File: src/rtl/lcd_cmd_pkg.sv
package lcd_cmd_pkg;

  parameter int BYTE_W = 8;
  parameter int XADR_W = 7;
  parameter int YADR_W = 3;
  parameter int VOP_W  = 7;
  parameter int BIAS_W = 3;
  parameter int TC_W   = 2;
  parameter int MODE_W = 2;
  localparam int POS_W = $clog2(BYTE_W + 1);

  typedef enum logic [3:0] {
    CC_NOP,
    CC_FUNC,
    CC_DISP,
    CC_SETY,
    CC_SETX,
    CC_TEMP,
    CC_BIAS,
    CC_VOP,
    CC_RSVD
  } cmd_class_e;

  // Position of the highest set bit; BYTE_W when the byte is zero.
  function automatic logic [POS_W-1:0] lead_one(input logic [BYTE_W-1:0] b);
    logic [POS_W-1:0] pos;
    pos = POS_W'(BYTE_W);
    for (int i = 0; i < BYTE_W; i++)
      if (b[i]) pos = POS_W'(i);
    return pos;
  endfunction

  // Class of a command byte on the selected page.
  function automatic cmd_class_e classify_cmd(input logic [BYTE_W-1:0] b,
                                              input logic ext);
    cmd_class_e c;
    case (lead_one(b))
      POS_W'(8): c = CC_NOP;
      POS_W'(7): c = ext ? CC_VOP : CC_SETX;
      POS_W'(6): c = (!ext && b[5:3] == 3'b000) ? CC_SETY : CC_RSVD;
      POS_W'(5): c = (b[4:3] == 2'b00) ? CC_FUNC : CC_RSVD;
      POS_W'(4): c = (ext && !b[3]) ? CC_BIAS : CC_RSVD;
      POS_W'(3): c = (!ext && !b[1]) ? CC_DISP : CC_RSVD;
      POS_W'(2): c = ext ? CC_TEMP : CC_RSVD;
      default:   c = CC_RSVD;
    endcase
    return c;
  endfunction

endpackage

File: src/rtl/lcd_cmd_classify.sv
module lcd_cmd_classify
  import lcd_cmd_pkg::*;
(
  input  logic              cmd_fire,
  input  logic [BYTE_W-1:0] cmd_byte,
  input  logic              page_ext,
  output cmd_class_e        cmd_class,
  output logic              cmd_effective
);

  always_comb begin
    cmd_class     = classify_cmd(cmd_byte, page_ext);
    cmd_effective = cmd_fire && (cmd_class != CC_RSVD) && (cmd_class != CC_NOP);
  end

endmodule

File: src/rtl/lcd_cfg_regs.sv
module lcd_cfg_regs
  import lcd_cmd_pkg::*;
(
  input  logic              clk,
  input  logic              rst_n,
  input  logic              cmd_effective,
  input  cmd_class_e        cmd_class,
  input  logic [BYTE_W-2:0] field,
  output logic              pd_q,
  output logic              vert_q,
  output logic              ext_q,
  output logic [MODE_W-1:0] mode_q,
  output logic [TC_W-1:0]   tc_q,
  output logic [BIAS_W-1:0] bias_q,
  output logic [VOP_W-1:0]  vop_q,
  output logic              pump_off
);

  always_ff @(posedge clk or negedge rst_n) begin
    if (!rst_n) begin
      pd_q   <= 1'b1;
      vert_q <= 1'b0;
      ext_q  <= 1'b0;
      mode_q <= '0;
      tc_q   <= '0;
      bias_q <= '0;
      vop_q  <= '0;
    end else if (cmd_effective) begin
      case (cmd_class)
        CC_FUNC: begin
          pd_q   <= field[2];
          vert_q <= field[1];
          ext_q  <= field[0];
        end
        CC_DISP: mode_q <= {field[2], field[0]};
        CC_TEMP: tc_q   <= field[TC_W-1:0];
        CC_BIAS: bias_q <= field[BIAS_W-1:0];
        CC_VOP:  vop_q  <= field[VOP_W-1:0];
        default: ;
      endcase
    end
  end

  assign pump_off = (vop_q == '0);

endmodule

File: src/rtl/lcd_evt_pulse.sv
module lcd_evt_pulse
  import lcd_cmd_pkg::*;
(
  input  logic              clk,
  input  logic              rst_n,
  input  logic              cmd_effective,
  input  logic              data_fire,
  input  cmd_class_e        cmd_class,
  input  logic [BYTE_W-1:0] byte_d,
  output logic              x_load,
  output logic [XADR_W-1:0] x_value,
  output logic              y_load,
  output logic [YADR_W-1:0] y_value,
  output logic              wr_req,
  output logic [BYTE_W-1:0] wr_data
);

  logic take_x, take_y;
  assign take_x = cmd_effective && (cmd_class == CC_SETX);
  assign take_y = cmd_effective && (cmd_class == CC_SETY);

  always_ff @(posedge clk or negedge rst_n) begin
    if (!rst_n) begin
      x_load  <= 1'b0;
      y_load  <= 1'b0;
      wr_req  <= 1'b0;
      x_value <= '0;
      y_value <= '0;
      wr_data <= '0;
    end else begin
      x_load <= take_x;
      y_load <= take_y;
      wr_req <= data_fire;
      if (take_x)    x_value <= byte_d[XADR_W-1:0];
      if (take_y)    y_value <= byte_d[YADR_W-1:0];
      if (data_fire) wr_data <= byte_d;
    end
  end

endmodule

File: src/rtl/lcd_cmd_decoder.sv
module lcd_cmd_decoder
  import lcd_cmd_pkg::*;
(
  input  logic              clk,
  input  logic              rst_n,
  input  logic              byte_valid,
  input  logic              byte_is_data,
  input  logic [BYTE_W-1:0] byte_in,
  output logic              pwr_down,
  output logic              addr_vert,
  output logic              ext_page,
  output logic [MODE_W-1:0] disp_mode,
  output logic [TC_W-1:0]   temp_coef,
  output logic [BIAS_W-1:0] bias_code,
  output logic [VOP_W-1:0]  vop_code,
  output logic              pump_off,
  output logic              x_load,
  output logic [XADR_W-1:0] x_value,
  output logic              y_load,
  output logic [YADR_W-1:0] y_value,
  output logic              wr_req,
  output logic [BYTE_W-1:0] wr_data
);

  logic       cmd_fire, data_fire, cmd_effective;
  cmd_class_e cmd_class;

  assign cmd_fire  = byte_valid && !byte_is_data;
  assign data_fire = byte_valid && byte_is_data;

  lcd_cmd_classify u_classify (
    .cmd_fire      (cmd_fire),
    .cmd_byte      (byte_in),
    .page_ext      (ext_page),
    .cmd_class     (cmd_class),
    .cmd_effective (cmd_effective)
  );

  lcd_cfg_regs u_regs (
    .clk           (clk),
    .rst_n         (rst_n),
    .cmd_effective (cmd_effective),
    .cmd_class     (cmd_class),
    .field         (byte_in[BYTE_W-2:0]),
    .pd_q          (pwr_down),
    .vert_q        (addr_vert),
    .ext_q         (ext_page),
    .mode_q        (disp_mode),
    .tc_q          (temp_coef),
    .bias_q        (bias_code),
    .vop_q         (vop_code),
    .pump_off      (pump_off)
  );

  lcd_evt_pulse u_pulse (
    .clk           (clk),
    .rst_n         (rst_n),
    .cmd_effective (cmd_effective),
    .data_fire     (data_fire),
    .cmd_class     (cmd_class),
    .byte_d        (byte_in),
    .x_load        (x_load),
    .x_value       (x_value),
    .y_load        (y_load),
    .y_value       (y_value),
    .wr_req        (wr_req),
    .wr_data       (wr_data)
  );

  logic [16:0] cfg_bus;
  assign cfg_bus = {pwr_down, addr_vert, ext_page, disp_mode, temp_coef, bias_code, vop_code};

  // reserved and no-operation bytes leave state and pulses untouched.
  a_r8_reserved_no_effect: assert property (@(posedge clk) disable iff (!rst_n)
    (cmd_fire && (cmd_class == CC_RSVD || cmd_class == CC_NOP))
      |=> ($stable(cfg_bus) && !x_load && !y_load));

  // data bytes never touch configuration.
  a_r2_data_keeps_cfg: assert property (@(posedge clk) disable iff (!rst_n)
    data_fire |=> ($stable(cfg_bus) && wr_req));

  // every write request traces to a data strobe of the same byte.
  a_r2_write_source: assert property (@(posedge clk) disable iff (!rst_n)
    wr_req |-> ($past(data_fire) && wr_data == $past(byte_in)));

  // column load only from a basic-page byte with bit 7 set.
  a_r5_xload_source: assert property (@(posedge clk) disable iff (!rst_n)
    x_load |-> $past(cmd_fire && byte_in[7] && !ext_page));

  // the page bit changes only through a function-set command.
  a_r3_page_source: assert property (@(posedge clk) disable iff (!rst_n)
    !$stable(ext_page) |-> $past(cmd_fire && byte_in[7:3] == 5'b00100));

  // a nonzero voltage code turns the pump flag off.
  a_r9_pump_on: assert property (@(posedge clk) disable iff (!rst_n)
    (cmd_effective && cmd_class == CC_VOP && byte_in[6:0] != 7'd0) |=> !pump_off);

  // at most one event pulse per cycle.
  a_r10_one_event: assert property (@(posedge clk) disable iff (!rst_n)
    $onehot0({x_load, y_load, wr_req}));

endmodule

File: config.mk
export PLATFORM = sky130hd
export DESIGN_NAME = lcd_cmd_decoder
export DESIGN_NICKNAME = d
export VERILOG_FILES = /design/src/rtl/lcd_cmd_pkg.sv /design/src/rtl/lcd_cmd_classify.sv /design/src/rtl/lcd_cfg_regs.sv /design/src/rtl/lcd_evt_pulse.sv /design/src/rtl/lcd_cmd_decoder.sv
export SDC_FILE = /design/constraint.sdc
export NUM_CORES = 1
export LEC_CHECK = 0
export BUFFER_PORTS_ARGS = -buffer_cell sky130_fd_sc_hd__buf_2
export CORE_ASPECT_RATIO = 1.5
export CORE_MARGIN = 1.5
export CORE_UTILIZATION = 44
export DETAILED_ROUTE_END_ITERATION = 8
export HOLD_SLACK_MARGIN = 0.15
export PLACE_DENSITY = 0.74
export SETUP_SLACK_MARGIN = 0.2
export SLEW_MARGIN = 10
export SYNTH_ARGS = -nofsm -noshare
export SYNTH_HDL_FRONTEND = slang
export SYNTH_SLANG_ARGS = --single-unit
File: constraint.sdc
create_clock -name clk -period 1.5 [get_ports clk]
set_clock_uncertainty 0.2 [all_clocks]
set_input_delay 0.075 -clock clk [delete_from_list [all_inputs] [get_ports clk]]
set_output_delay 0.075 -clock clk [all_outputs]
set_load 0.01 [all_outputs]
==> summary.txt <==
Synthesis
  • Most used DFF post-synth: dfrtp_1
  • Yosys top cell area share: 60.3%
  • Area leader, netlist: dfrtp_1
  • Top cells by instance count after synthesis: 37 x dfrtp_1, 35 x mux2_2, 3 x buf_2
  • Yosys warns: 0
  • Number of synthesized register bits: 38
  • Register area share after synthesis: 62.0%
  • Mapped Area: 1540 µm²
  • Synth area leaders: dfrtp_1 60%, mux2_2 26%, dfstp_2 1.7%
  • Mapped Cells: 100
  • Top-count cell post-synth: dfrtp_1
  • Mapped Nets: 112
  • Distinct cells, synth: 24
  • Syn avg cell area: 15.4 µm²
  • Post-synth EDFFs: 0
  • FFs w/ async S/R, synth: 100%

Drt
  • Post-route DRC violation count: 0
  • Post-route ant nets: 0
  • Via density: 5.04
  • First-pass DRT Iterations: 4
  • Wirelength, routed: 3890 µm
  • Via count: 1129
  • DR WL/cell: 17.4 µm
  • Starting DRT DRC Count: 9

Flow run
  • Max-cap check violation count: 0

Setup path
  • Max stage delay on crit path: 0.66 ns
  • Slowest-stage cell, CP: dlygate4sd3_1
  • Crit Path Max Fanout: 4
  • WP data required: 1.47 ns
  • Crit-path cells: buf_2 > buf_4 > dlygate4sd3_1 > nor4b_4 > buf_4 > mux2_4
  • FF-to-FF path depth: 4
  • CP Launch Type: input pin
  • Kind of critical path: input pin to flip-flop
  • Worst EP arrival: 1.78 ns
  • CP Capture Type: flip-flop
  • CP dominant cell by count: buf_4

STA
  • Setup TNS Final: -1.40 ns
  • RSZ-0062 raised after global routing: true
  • Slew @ Worst Pin: 0.506 ns
  • Fin crit share: 120%
  • Setup violations, final: 11
  • Slew HR: 66.3%
  • WHS: -0.0838 ns
  • Final hold violations: 2
  • Post-route setup slack: -0.305 ns
  • Slew Viols, Final: 0
  • Fmax: 554 MHz
  • Period minus WS final: 1.81 ns

CTS
  • CTS buffer count: 5
  • Clk_lat worst skew: 0.28 ns
  • Longest Clk Path Bufs: 2
  • Root Buffer: clkbuf_8
  • CTS tree: built
  • # clock sinks: 38
  • Clock-pin slew on the worst setup and hold paths: 0.07 ns
  • H-tree depth: 2

Status
  • Status: finished with violations
  • Failing checks: negative hold slack, negative setup slack

Power and ir drop
  • VDD IR max: 1000 µV
  • P_leak: 1.20 nW
  • Pwr dens: 1200 nW/µm²

Placed design
  • GP Congestion: 0.820
  • IO buf count: 50
  • Worst slack, placed: -0.0912 ns
  • HPWL after DPL: 2550 µm

Global routing
  • Overflow after GRT: 0
  • Largest net degree at the start of global routing: 24
  • Initial antenna violation count: 0
  • Wire length of the first global-routing pass: 5670 µm
  • Vias in the first global route: 1146
  • Gr usage total: 20.7%

Finish
  • Syn-to-layout area delta: 51.7%
  • Footprint of the multi-input gates: 696 µm²
  • Layout cells sized above 1: 68.7%
  • NumNets Final: 193
  • Final core occ: 68.9%
  • # fillers: 251
  • Reg area: 953 µm²
  • ANT cells: 0

Die
  • Initial Util: 45.4%
  • DIE HEIGHT: 75.4 µm
  • Cell Rows: 26
  • Die area: 3860 µm²
  • I/O pins: 51
  • Die X: 51.3 µm
  • Core area: 3380 µm²

Worst hold path
  • Worst Hold Class: input pin to flip-flop
  • Hold Path Depth: 2
-- flip-flops by register name, indices dropped and copies added (netlist names) --
signal           count
u_regs.vop_q         7
u_pulse.wr_data      8
u_pulse.y_load       1
u_pulse.x_load       1
u_pulse.wr_req       1
u_pulse.x_value      7
u_regs.mode_q        2
u_pulse.y_value      3
u_regs.ext_q         1
u_regs.bias_q        3
u_regs.tc_q          2
u_regs.vert_q        1
u_regs.pd_q          1
-- final cells by class --
cell class              instances  area share (%)
flip-flops and latches         38            40.9
multi-input cells              58            29.8
repair buffers                 77            22.1
clock buffers                   8            4.72
well taps                      42            2.25
inverters                       1           0.161
-- worst paths after layout --
kind | start | to | slack (ns)
worst max-delay path | byte_in[5] | u_pulse.y_value[2] | -0.31
worst min-delay path | byte_in[3] | u_regs.vop_q[3] | -0.08
worst max register to register | u_regs.ext_q | u_regs.mode_q[0] | -0.04
worst min register to register | u_regs.bias_q[2] | u_regs.bias_q[2] | 0.30
max in group asynchronous | rst_n | u_regs.ext_q | 0.39
min in group asynchronous | rst_n | u_pulse.wr_data[0] | 0.09
-- cells in the final DEF (no fill, tap or decap), types with 2 or more instances in the layout --
cell type and instances:
buf_2 49, buf_4 11, buf_6 6, clkbuf_8 8
dfrtp_1 36, dlygate4sd3_1 8, dlymetal6s4s_1 2, mux2_2 14
mux2_4 21, nand2_1 2, nand4_1 2
-- power breakdown --
part | total (mW) | internal, mW | switching (mW)
Clock | 0.801 | 0.464 | 0.338
Combinational | 0.704 | 0.402 | 0.302
Sequential | 1.28 | 1.18 | 0.105
Total | 2.79 | 2.04 | 0.744
-- metal layers --
layer	part of all wire [%]	vias to the layer above	track usage (%)
li1	-	521	-
met1	40	575	23.6
met2	55	28	37.4
met3	3.8	5	4.90
met4	1.2	0	8.48
met5	0	-	0
-- per-stage QoR --
stage	cell area (µm²)	instances	power, mW
2_1_floorplan	1570	100	1.57
3_3_place_gp	1950	202	1.83
3_5_place_dp	1950	202	1.86
4_1_cts	2240	224	2.73
5_1_grt	2330	224	2.93
6_report	2330	224	2.79
-- timing repair --
action	CTS	global route
pin swaps	2	2
buffers inserted	4	0
gates resized for setup	13	25
hold endpoints to repair	76	8
hold buffers	10	1
setup endpoints to repair	26	31
-- critical path, delay by kind of cell --
kind          cells  cell delay, ns
mux               1            0.30
simple gates      1            0.30
buf+inv           4            1.11
-- cells by family (layout without fill, tap and decap cells) --
group,after synthesis,in the layout,synth area share [%]
muxes,35,35,25.7
and+or+nand+nor,18,18,8.55
AOI/OAI and AO/OA,5,5,2.61
DFF,38,38,62.0
buffers and inverters,4,86,1.22
Power figures use the tool's default switching activity.
